<file path="src/rtl/pm_event_pkg.sv">
package pm_event_pkg;

    localparam int REG_W = 16;

    // register byte offsets within the 64-byte window
    localparam logic [5:0] OFS_STS = 6'h00;
    localparam logic [5:0] OFS_EN  = 6'h02;
    localparam logic [5:0] OFS_CTL = 6'h04;
    localparam logic [5:0] OFS_TMR = 6'h08;

    // status / enable bit positions (shared)
    localparam int B_TMR    = 0;
    localparam int B_GLOCK  = 5;
    localparam int B_PWRBTN = 8;
    localparam int B_RTC    = 10;
    localparam int B_WAKE   = 15;

    // control bit positions
    localparam int B_ROUTE   = 0;
    localparam int B_SLEEP   = 13;
    localparam int SLPTYP_LO = 10;

    localparam logic [REG_W-1:0] SCI_MASK =
        REG_W'((1 << B_TMR) | (1 << B_GLOCK) | (1 << B_PWRBTN) | (1 << B_RTC));

    localparam logic [7:0] CMD_ROUTE_ON  = 8'hF1;
    localparam logic [7:0] CMD_ROUTE_OFF = 8'hF0;

    typedef enum logic [1:0] {
        SLP_NONE = 2'd0,
        SLP_OFF  = 2'd1,
        SLP_S3   = 2'd2
    } slp_act_e;

    typedef struct packed {
        logic [REG_W-1:0] sts;
        logic [REG_W-1:0] en;
        logic [REG_W-1:0] ctl;
        logic             shut;
        logic             rst;
        logic             s3;
        logic             smi;
    } pm_state_t;

endpackage

</file>
<file path="src/rtl/pm_half_wrap_timer.sv">
module pm_half_wrap_timer #(
    parameter int TMR_W = 24
) (
    input  logic             clk,
    input  logic             rst_n,
    input  logic             tick_en,
    input  logic             rearm,
    output logic [TMR_W-1:0] count,
    output logic             hit
);
    localparam logic [TMR_W-1:0] HALF = {1'b1, {(TMR_W-1){1'b0}}};

    typedef struct packed {
        logic [TMR_W-1:0] cnt;
        logic [TMR_W-1:0] ovf;
        logic             armed;
    } tmr_state_t;

    tmr_state_t t_q, t_d;

    always_comb begin
        t_d = t_q;
        hit = t_q.armed && (t_q.cnt == t_q.ovf);
        if (hit) begin
            t_d.armed = 1'b0;
        end
        if (tick_en) begin
            t_d.cnt = t_q.cnt + 1'b1;
        end
        if (rearm) begin
            // next multiple of the half range above the current count
            t_d.ovf   = {~t_q.cnt[TMR_W-1], {(TMR_W-1){1'b0}}};
            t_d.armed = 1'b1;
        end
    end

    always_ff @(posedge clk) begin
        if (!rst_n) begin
            t_q.cnt   <= '0;
            t_q.ovf   <= HALF;
            t_q.armed <= 1'b1;
        end else begin
            t_q <= t_d;
        end
    end

    assign count = t_q.cnt;

endmodule

</file>
<file path="src/rtl/pm_sleep_decode.sv">
module pm_sleep_decode
    import pm_event_pkg::*;
(
    input  logic             ctl_wr,
    input  logic [REG_W-1:0] ctl_val,
    output slp_act_e         act
);
    logic [2:0] slp_type;

    always_comb begin
        slp_type = ctl_val[SLPTYP_LO +: 3];
        act      = SLP_NONE;
        if (ctl_wr && ctl_val[B_SLEEP]) begin
            case (slp_type)
                3'd0:    act = SLP_OFF;
                3'd1:    act = SLP_S3;
                default: act = SLP_NONE;
            endcase
        end
    end

endmodule

</file>
<file path="src/rtl/pm_read_mux.sv">
module pm_read_mux
    import pm_event_pkg::*;
#(
    parameter int DATA_W = 32,
    parameter int TMR_W  = 24
) (
    input  logic [5:0]        offset,
    input  logic [REG_W-1:0]  sts,
    input  logic [REG_W-1:0]  en,
    input  logic [REG_W-1:0]  ctl,
    input  logic [TMR_W-1:0]  cnt,
    output logic [DATA_W-1:0] rdata
);
    always_comb begin
        rdata = '0;
        case (offset)
            OFS_STS: rdata[REG_W-1:0] = sts;
            OFS_EN:  rdata[REG_W-1:0] = en;
            OFS_CTL: rdata[REG_W-1:0] = ctl;
            OFS_TMR: rdata[TMR_W-1:0] = cnt;
            default: rdata = '0;
        endcase
    end

endmodule

</file>
<file path="src/rtl/pm_event_regs.sv">
module pm_event_regs
    import pm_event_pkg::*;
#(
    parameter int ADDR_W = 16,
    parameter int DATA_W = 32,
    parameter int TMR_W  = 24
) (
    input  logic              clk,
    input  logic              rst_n,
    input  logic              bus_wr,
    input  logic [ADDR_W-1:0] bus_addr,
    input  logic [DATA_W-1:0] bus_wdata,
    output logic [DATA_W-1:0] bus_rdata,
    input  logic              tick_en,
    input  logic              pwrbtn_evt,
    input  logic              apm_wr,
    input  logic [7:0]        apm_cmd,
    input  logic              smi_cfg_en,
    output logic              sci,
    output logic              shutdown_req,
    output logic              reset_req,
    output logic              s3_pulse,
    output logic              smi_pulse
);
    logic [5:0]       offset;
    logic [REG_W-1:0] wval;
    logic             wr_sts, wr_en, wr_ctl;
    logic             tmr_rearm, tmr_hit;
    logic [TMR_W-1:0] tmr_cnt;
    slp_act_e         slp_act;
    logic [REG_W-1:0] hw_set;
    logic [REG_W-1:0] sts_q, en_q, ctl_q;
    logic             unused_addr_hi, unused_wdata_hi;

    pm_state_t s_q, s_d;

    assign offset          = bus_addr[5:0];
    assign wval            = bus_wdata[REG_W-1:0];
    assign unused_addr_hi  = ^bus_addr[ADDR_W-1:6];
    assign unused_wdata_hi = ^bus_wdata[DATA_W-1:REG_W];

    assign wr_sts = bus_wr && (offset == OFS_STS);
    assign wr_en  = bus_wr && (offset == OFS_EN);
    assign wr_ctl = bus_wr && (offset == OFS_CTL);

    assign sts_q = s_q.sts;
    assign en_q  = s_q.en;
    assign ctl_q = s_q.ctl;

    // re-arm only when a set timer flag is being acknowledged
    assign tmr_rearm = wr_sts && wval[B_TMR] && s_q.sts[B_TMR];

    pm_half_wrap_timer #(.TMR_W(TMR_W)) u_timer (
        .clk     (clk),
        .rst_n   (rst_n),
        .tick_en (tick_en),
        .rearm   (tmr_rearm),
        .count   (tmr_cnt),
        .hit     (tmr_hit)
    );

    pm_sleep_decode u_sleep (
        .ctl_wr  (wr_ctl),
        .ctl_val (wval),
        .act     (slp_act)
    );

    pm_read_mux #(.DATA_W(DATA_W), .TMR_W(TMR_W)) u_rmux (
        .offset (offset),
        .sts    (sts_q),
        .en     (en_q),
        .ctl    (ctl_q),
        .cnt    (tmr_cnt),
        .rdata  (bus_rdata)
    );

    always_comb begin
        s_d      = s_q;
        s_d.shut = 1'b0;
        s_d.rst  = 1'b0;
        s_d.s3   = 1'b0;
        s_d.smi  = 1'b0;

        // hardware event sources
        hw_set = '0;
        if (tmr_hit) begin
            hw_set[B_TMR] = 1'b1;
        end
        if (pwrbtn_evt && s_q.en[B_PWRBTN]) begin
            hw_set[B_PWRBTN] = 1'b1;
        end
        if (slp_act == SLP_S3) begin
            hw_set[B_WAKE]   = 1'b1;
            hw_set[B_PWRBTN] = 1'b1;
        end

        // status: software clear first, hardware set overrides
        if (wr_sts) begin
            s_d.sts = s_q.sts & ~wval;
        end
        s_d.sts = s_d.sts | hw_set;

        if (wr_en) begin
            s_d.en = wval;
        end

        if (wr_ctl) begin
            s_d.ctl          = wval;
            s_d.ctl[B_SLEEP] = 1'b0;
        end

        if (apm_wr) begin
            if (apm_cmd == CMD_ROUTE_ON) begin
                s_d.ctl[B_ROUTE] = 1'b1;
            end else if (apm_cmd == CMD_ROUTE_OFF) begin
                s_d.ctl[B_ROUTE] = 1'b0;
            end
            s_d.smi = smi_cfg_en;
        end

        s_d.shut = (slp_act == SLP_OFF);
        s_d.rst  = (slp_act == SLP_S3);
        s_d.s3   = (slp_act == SLP_S3);
    end

    always_ff @(posedge clk) begin
        if (!rst_n) begin
            s_q <= '0;
        end else begin
            s_q <= s_d;
        end
    end

    assign sci          = |(s_q.sts & s_q.en & SCI_MASK);
    assign shutdown_req = s_q.shut;
    assign reset_req    = s_q.rst;
    assign s3_pulse     = s_q.s3;
    assign smi_pulse    = s_q.smi;

endmodule

</file>
<file path="config.mk">
export PLATFORM = sky130hd
export DESIGN_NAME = pm_event_regs
export DESIGN_NICKNAME = d
export VERILOG_FILES = /design/src/rtl/pm_event_pkg.sv /design/src/rtl/pm_half_wrap_timer.sv /design/src/rtl/pm_sleep_decode.sv /design/src/rtl/pm_read_mux.sv /design/src/rtl/pm_event_regs.sv
export SDC_FILE = /design/constraint.sdc
export NUM_CORES = 1
export LEC_CHECK = 0
export BUFFER_PORTS_ARGS = -buffer_cell sky130_fd_sc_hd__buf_4
export CAP_MARGIN = 20
export CORE_MARGIN = 1.5
export CORE_UTILIZATION = 55
export CTS_CLUSTER_SIZE = 14
export DETAILED_ROUTE_END_ITERATION = 8
export PLACE_DENSITY = 0.88
export SLEW_MARGIN = 20
export SYNTH_ARGS = -nofsm -noshare
export SYNTH_HDL_FRONTEND = slang
export SYNTH_SLANG_ARGS = --single-unit
</file>
<file path="constraint.sdc">
create_clock -name clk -period 3.7 [get_ports clk]
set_input_delay 0.555 -clock clk [delete_from_list [all_inputs] [get_ports clk]]
set_output_delay 0.555 -clock clk [all_outputs]
set_load 0.005 [all_outputs]
</file>
==> results of run 1 <==
## routing by layer
metal,up-vias,GRT usage [%]
met5,-,0
met4,0,7.42
met3,16,7.75
met2,148,45.4
met1,1634,32.9
li1,1638,-
## how the worst max path moves through the flow
stage | from | to | slack [ps] | depth (start not counted)
finish | bus_addr[0] | bus_rdata[5] | 1090 | 7
global route | bus_addr[0] | bus_rdata[5] | 990 | 7
CTS | bus_addr[0] | bus_rdata[8] | 1080 | 7
detailed placement | bus_addr[0] | bus_rdata[8] | 1080 | 7
global placement | bus_addr[0] | bus_rdata[5] | 1130 | 7
floorplan | bus_addr[0] | bus_rdata[0] | 1180 | 5
## state kept, by name, summed over array words and instances, names as in the netlist
register / cells
smi_pulse: 1
s3_pulse: 1
ctl_q: 15
u_timer.t_q: 2
shutdown_req: 1
sts_q: 16
en_q: 16
u_timer.count: 24
## cell usage in the layout (no fill, tap or decap), drive strengths merged, types with 6 or more instances in the layout
| master | instances |
|---|---|
| clkbuf | 11 |
| nor2 | 20 |
| mux2i | 10 |
| nand2 | 86 |
| nor4 | 9 |
| nor3 | 8 |
| or4 | 6 |
| buf | 71 |
| nand2b | 6 |
| and3 | 6 |
| conb | 8 |
| nand3 | 23 |
| a22oi | 34 |
| inv | 8 |
| o21ai | 8 |
| and2 | 9 |
| xnor2 | 8 |
| dfxtp | 76 |
| nand4 | 11 |
| a21oi | 48 |
## stage by stage
step           hold WS (ps)  setup WS, ps
2_1_floorplan           412          1180
3_3_place_gp            419          1130
3_5_place_dp            422          1080
4_1_cts                 359          1080
5_1_grt                 353           986
6_report                370          1090
## logic make-up (layout without fill, tap and decap cells)
| family | Yosys count | in the layout | share of synthesized area, % |
|---|---|---|---|
| AOI/OAI and AO/OA | 97 | 97 | 16.6 |
| and+or+nand+nor | 197 | 197 | 27.5 |
| muxes | 10 | 10 | 2.82 |
| adders and majority gates | 2 | 2 | 0.706 |
| buffers and inverters | 43 | 94 | 6.39 |
| xor gates and xnor gates | 12 | 12 | 2.97 |
| DFF | 76 | 76 | 42.9 |
| other | 1 | 8 | 0.106 |
## power by group through the flow
stage | Combinational (uW) | Sequential (uW) | Clock [uW]
after detailed placement | 83.6 | 845 | 0
final | 84.8 | 826 | 719
after global routing | 92.1 | 826 | 762
after CTS | 83.9 | 826 | 726
after global placement | 80.6 | 845 | 0
after floorplan | 41.2 | 844 | 0
## final cells by class
cell class / count / area [sq um] / share of cell area (%)
inverter: 7 / 26.3 / 0.621
clock inverter: 5 / 83.8 / 1.98
multi-input combinational: 326 / 1830 / 43.2
tap: 77 / 96.3 / 2.28
timing repair buffer: 71 / 533 / 12.6
clock buffer: 11 / 141 / 3.34
sequential: 76 / 1520 / 36.0
## worst max-delay path, delay by kind of cell
| family | cells | cell delay (ps) |
|---|---|---|
| and+or+nand+nor | 3 | 870 |
| buffers and inverters | 3 | 510 |
| AOI/OAI and AO/OA | 1 | 120 |
==> summary.txt, run 1 <==
outcome: finished, final reports clean
Worst Hold Class: in -> reg
iteration count of the initial detailed-routing pass: 5
GRT overflow: 0
DRC: 0
worst r2r src: u_timer.count[1]
Yosys top cell area share: 42.9%
crit share post-route: 70.6%
sequential element share of the synthesized area: 42.9%
max-slew violations: 0
count leader, synth: nand2_1
DP Area: 4010 sq um
CTS clock-pin slew for the worst setup and hold paths: 80 ps
met2 routed WL: 4.50 mm
die area: 6940 sq um
DIE WIDTH: 83.3 um
LEAKAGE: 0.00172 uW
IO Port Bufs: 65
Sw Share: 22.7%
fillcell total: 500
Core ar.: 6280 sq um
Num CTS Buffers: 9
vias: 3436
Synth Warn #: 0
Initial Util: 56.5%
combinational share of power: 5.2%
gp weighted congestion: 0.799
# diodes: 0
CTS root buffer: clkbuf_8
Final Routed Wirelength: 9.01 mm
Final Hold Fails: 0
R2R Setup Slk: 1700 ps
CTS H-tree lvls: 3
Critical Path End Type: output port
clk buf depth: 2
Post-CTS Hold Buffers: 0
Placed Cells: 557
HPWL after DPL: 6.10 mm
clk sinks: 76
IO Pins: 100
Post-Route Setup TNS: 0 ps
Design Area, Final: 4230 sq um
vias in the first global route: 3148
Worst EP arrival: 2060 ps
maximum vdd drop: 0.399 mV
Fmax achieved: 383 MHz
Worst path max stage delay: 570 ps
Power Density: 385 nW/um^2
FF+latch count, synth: 76
area grow syn2layout: 19.3%
Worst-Skew Late Latency: 360 ps
CTS tree: built
CP required: 3140 ps
share of cells above drive strength 1: 18.5%
# rows: 29
Sw Pwr: 371 uW
synthesized instance count: 438
Final Util: 67.4%
DRT iter0 DRCs: 275
WL met1: 3.66 mm
most frequent cell on the critical path: buf_4
highest routed layer: met4
hold path endpoint: sts_q[9]
Netlist cell types: 45
drt wl/cell: 15.7 um
power after layout: 1630 uW
first-pass GRT wire length: 14.9 mm
hold path cells: 2
Via-to-Cell Ratio: 6.00
EDFF count, synth: 0
Post-CTS Setup Bufs: 0
RR Endpoint: u_timer.count[22]
largest cells by area after synthesis: dfxtp_1 43%, nand2_1 9.1%, a22oi_1 7.2%
Setup Viol. Count Final: 0
die height: 83.3 um
Clock Power Share: 44.1%
RSZ-0062 raised after global routing: no
sequential share of power: 50.7%
Clock Skew: 8.76 ps
Post-Syn Area per Cell: 8.09 sq um
Post-synth top flop: dfxtp_1
Rel. slew slack: 35.0%
sequence of cells on the critical path: buf_4 -> or4_1 -> nor3_1 -> buf_4 -> a22oi_1 -> nand2_1 -> buf_4
fraction of registers with async set/reset: 0%
Min-Delay Startpoint: bus_wdata[9]
Synth area leader: dfxtp_1
Final min period: 2610 ps
Internal Pwr Total: 1260 uW
post-synthesis cell area: 3540 sq um
# Max-Cap Violations: 0
synth cell count leaders: 86 x nand2_1, 76 x dfxtp_1, 48 x a21oi_1, 34 x a22oi_1, 23 x nand3_1
CP max FO: 16
post-route non-filler standard cell count: 573
worst reg-to-reg path cell count: 5
ANT nets after route: 0
CP max stage cell: or4_1
Worst Setup Path Type: in -> out
All-Layer GR Usage: 26.7%
initial antenna violation count: 0
worst slew pin tran: 973 ps
Post-CTS Resized: 0
startpoint types: primary input
Layout Nets: 556
DR WL met3: 728 um
largest net degree at the start of global routing: 32
No activity file was read; power rests on OpenSTA's default activity.
==> run 2, diff against run 1 <==
--- a/config.mk
+++ b/config.mk
@@ -5,13 +5,14 @@
 export SDC_FILE = /design/constraint.sdc
 export NUM_CORES = 1
 export LEC_CHECK = 0
+export ABC_AREA = 1
 export BUFFER_PORTS_ARGS = -buffer_cell sky130_fd_sc_hd__buf_4
 export CAP_MARGIN = 20
 export CORE_MARGIN = 1.5
-export CORE_UTILIZATION = 55
+export CORE_UTILIZATION = 48
 export CTS_CLUSTER_SIZE = 14
 export DETAILED_ROUTE_END_ITERATION = 8
-export PLACE_DENSITY = 0.88
+export PLACE_DENSITY = 0.81
 export SLEW_MARGIN = 20
 export SYNTH_ARGS = -nofsm -noshare
 export SYNTH_HDL_FRONTEND = slang
==> constraint.sdc (replaced) <==
create_clock -name clk -period 2.3 [get_ports clk]
set_input_delay 0.345 -clock clk [delete_from_list [all_inputs] [get_ports clk]]
set_output_delay 0.345 -clock clk [all_outputs]
set_load 0.005 [all_outputs]
==> summary.txt, run 2 <==
IO Port Bufs: 65
commonest non-fill, non-tap cell in the layout: nand2_1
# Max-Cap Violations: 0
RSZ-0062 raised after global routing: no
Storage cell area: 1520 sq um
Post-CTS Resized: 0
fillcell total: 736
FF+latch count, synth: 76
iteration count of the initial detailed-routing pass: 5
IO Pins: 100
pre-CTS WS: 380 ps
ANT nets after route: 0
Clock Skew: 7.52 ps
Post-Route Setup TNS: 0 ps
sequential share of power: 52.1%
Worst Hold Class: in -> reg
largest cells by area after synthesis: dfxtp_1 40%, nand2_1 12%, nor2_1 8.4%
All-Layer GR Usage: 24.4%
count leader, synth: nand2_1
Worst path max stage delay: 400 ps
Netlist cell types: 32
R2R Setup Slk: 660 ps
Final min period: 1950 ps
Layout Nets: 671
CTS clock-pin slew for the worst setup and hold paths: 80 ps
worst r2r src: u_timer.count[1]
first-pass GRT wire length: 16.2 mm
DIE WIDTH: 91.5 um
synth cell count leaders: 121 x nand2_1, 84 x nor2_1, 76 x dfxtp_1, 67 x inv_1, 36 x o21ai_0
sequential element share of the synthesized area: 40.5%
startpoint types: primary input
Worst EP arrival: 1610 ps
CTS tree: built
Final Hold Fails: 0
Final Routed Wirelength: 9.82 mm
DRT iter0 DRCs: 242
combinational share of power: 6.2%
Worst Slack Setup Final: 350 ps
DRC: 0
max FFs per register: 24
area grow syn2layout: 19.9%
max-slew violations: 0
gp weighted congestion: 0.874
fraction of registers with async set/reset: 0%
EDFF count, synth: 0
Yosys top cell area share: 40.5%
drt wl/cell: 13.8 um
crit share post-route: 84.8%
Sw Pwr: 624 uW
# diodes: 0
CTS H-tree lvls: 3
vias: 3803
worst path bufs/invs: 2
vias in the first global route: 3562
HPWL after DPL: 7.06 mm
CP required: 1960 ps
Power Density: 565 nW/um^2
area occupied by multi-input gates: 1840 sq um
clk buf depth: 2
Setup Viol. Count Final: 0
GRT overflow: 0
Post-Syn Area per Cell: 6.93 sq um
die area: 8380 sq um
initial antenna violation count: 0
die height: 91.5 um
Synth Warn #: 0
Worst Setup SP: bus_addr[5]
Fmax achieved: 513 MHz
CTS root buffer: clkbuf_8
Initial Util: 49.2%
Post-CTS Hold Buffers: 0
Core ar.: 7650 sq um
Post-synth top flop: dfxtp_1
Via-to-Cell Ratio: 5.33
maximum vdd drop: 0.359 mV
Sw Share: 24.5%
share of cells above drive strength 1: 17.5%
sequence of cells on the critical path: buf_4 -> nor2_4 -> nand3_2 -> o2111ai_1 -> buf_4
clk sinks: 76
Critical Path End Type: output port
Min-Delay Startpoint: bus_wdata[9]
synthesized instance count: 543
CP max FO: 14
most frequent cell on the critical path: buf_4
largest delay contributor family on the critical path: simple AND/OR/NAND/NOR gates
# rows: 32
Worst-Skew Late Latency: 350 ps
Clock Power Share: 41.7%
largest net degree at the start of global routing: 33
Internal Pwr Total: 1930 uW
Post-CTS Setup Bufs: 0
outcome: finished, final reports clean
post-synthesis cell area: 3760 sq um
CP max stage cell: o2111ai_1
Num CTS Buffers: 9
LEAKAGE: 0.00193 uW
Worst Setup Path Type: in -> out
Synth area leader: dfxtp_1
most frequent cells in the layout: 121 x nand2_1, 84 x nor2_1, 76 x dfxtp_1, 71 x buf_4, 67 x inv_1
run 2: final cells by class:
type                            count  area share [%]
Multi-Input combinational cell    378            40.8
Tap cell                          102            2.83
Inverter                           69            5.77
Sequential cell                    76            33.7
Clock inverter                      6            1.58
Clock buffer                       10            3.05
Timing Repair Buffer               72            12.3
run 2: layer usage:
| layer | track usage (%) | vias to the layer above | wire length, um |
|---|---|---|---|
| li1 | - | 1873 | - |
| met1 | 30.4 | 1732 | 4190 |
| met2 | 41.2 | 176 | 4760 |
| met3 | 4.44 | 22 | 706 |
| met4 | 10.2 | 0 | 170 |
| met5 | 0 | - | 0 |
run 2: cell families (layout without fill, tap and decap cells):
group,count (synthesis),count (layout),synth area share [%]
adder cells (fa/ha/maj),2,2,0.665
other,1,8,0.0997
AND/OR/NAND/NOR,263,263,30.4
flip-flops,76,76,40.5
buffers and inverters,96,157,11.3
AO/OA/AOI/OAI,105,105,17.0
run 2: final timing paths:
check,end,cells past startpoint
setup / recovery,bus_rdata[12],5
hold / removal,sts_q[9],2
setup reg to reg,u_timer.count[14],7
hold reg to reg,sts_q[7],2
run 2: stage by stage:
stage	util, %	instances	hold slack, ps	instance area (sq um)	power [uW]
after floorplan	-	550	423	3790	1440
final	59.0	713	177	4510	2550
after global placement	56.3	697	431	4300	1510
after CTS	59.0	713	169	4510	2560
after detailed placement	56.3	697	439	4300	1520
after global routing	59.0	713	173	4510	2640
run 2: power groups by stage:
stage,logic (uW),registers [uW],clock network (uW)
after floorplan,82.5,1360,0
after global placement,152,1360,0
after detailed placement,156,1360,0
after CTS,156,1330,1070
after global routing,174,1330,1140
final,158,1330,1060
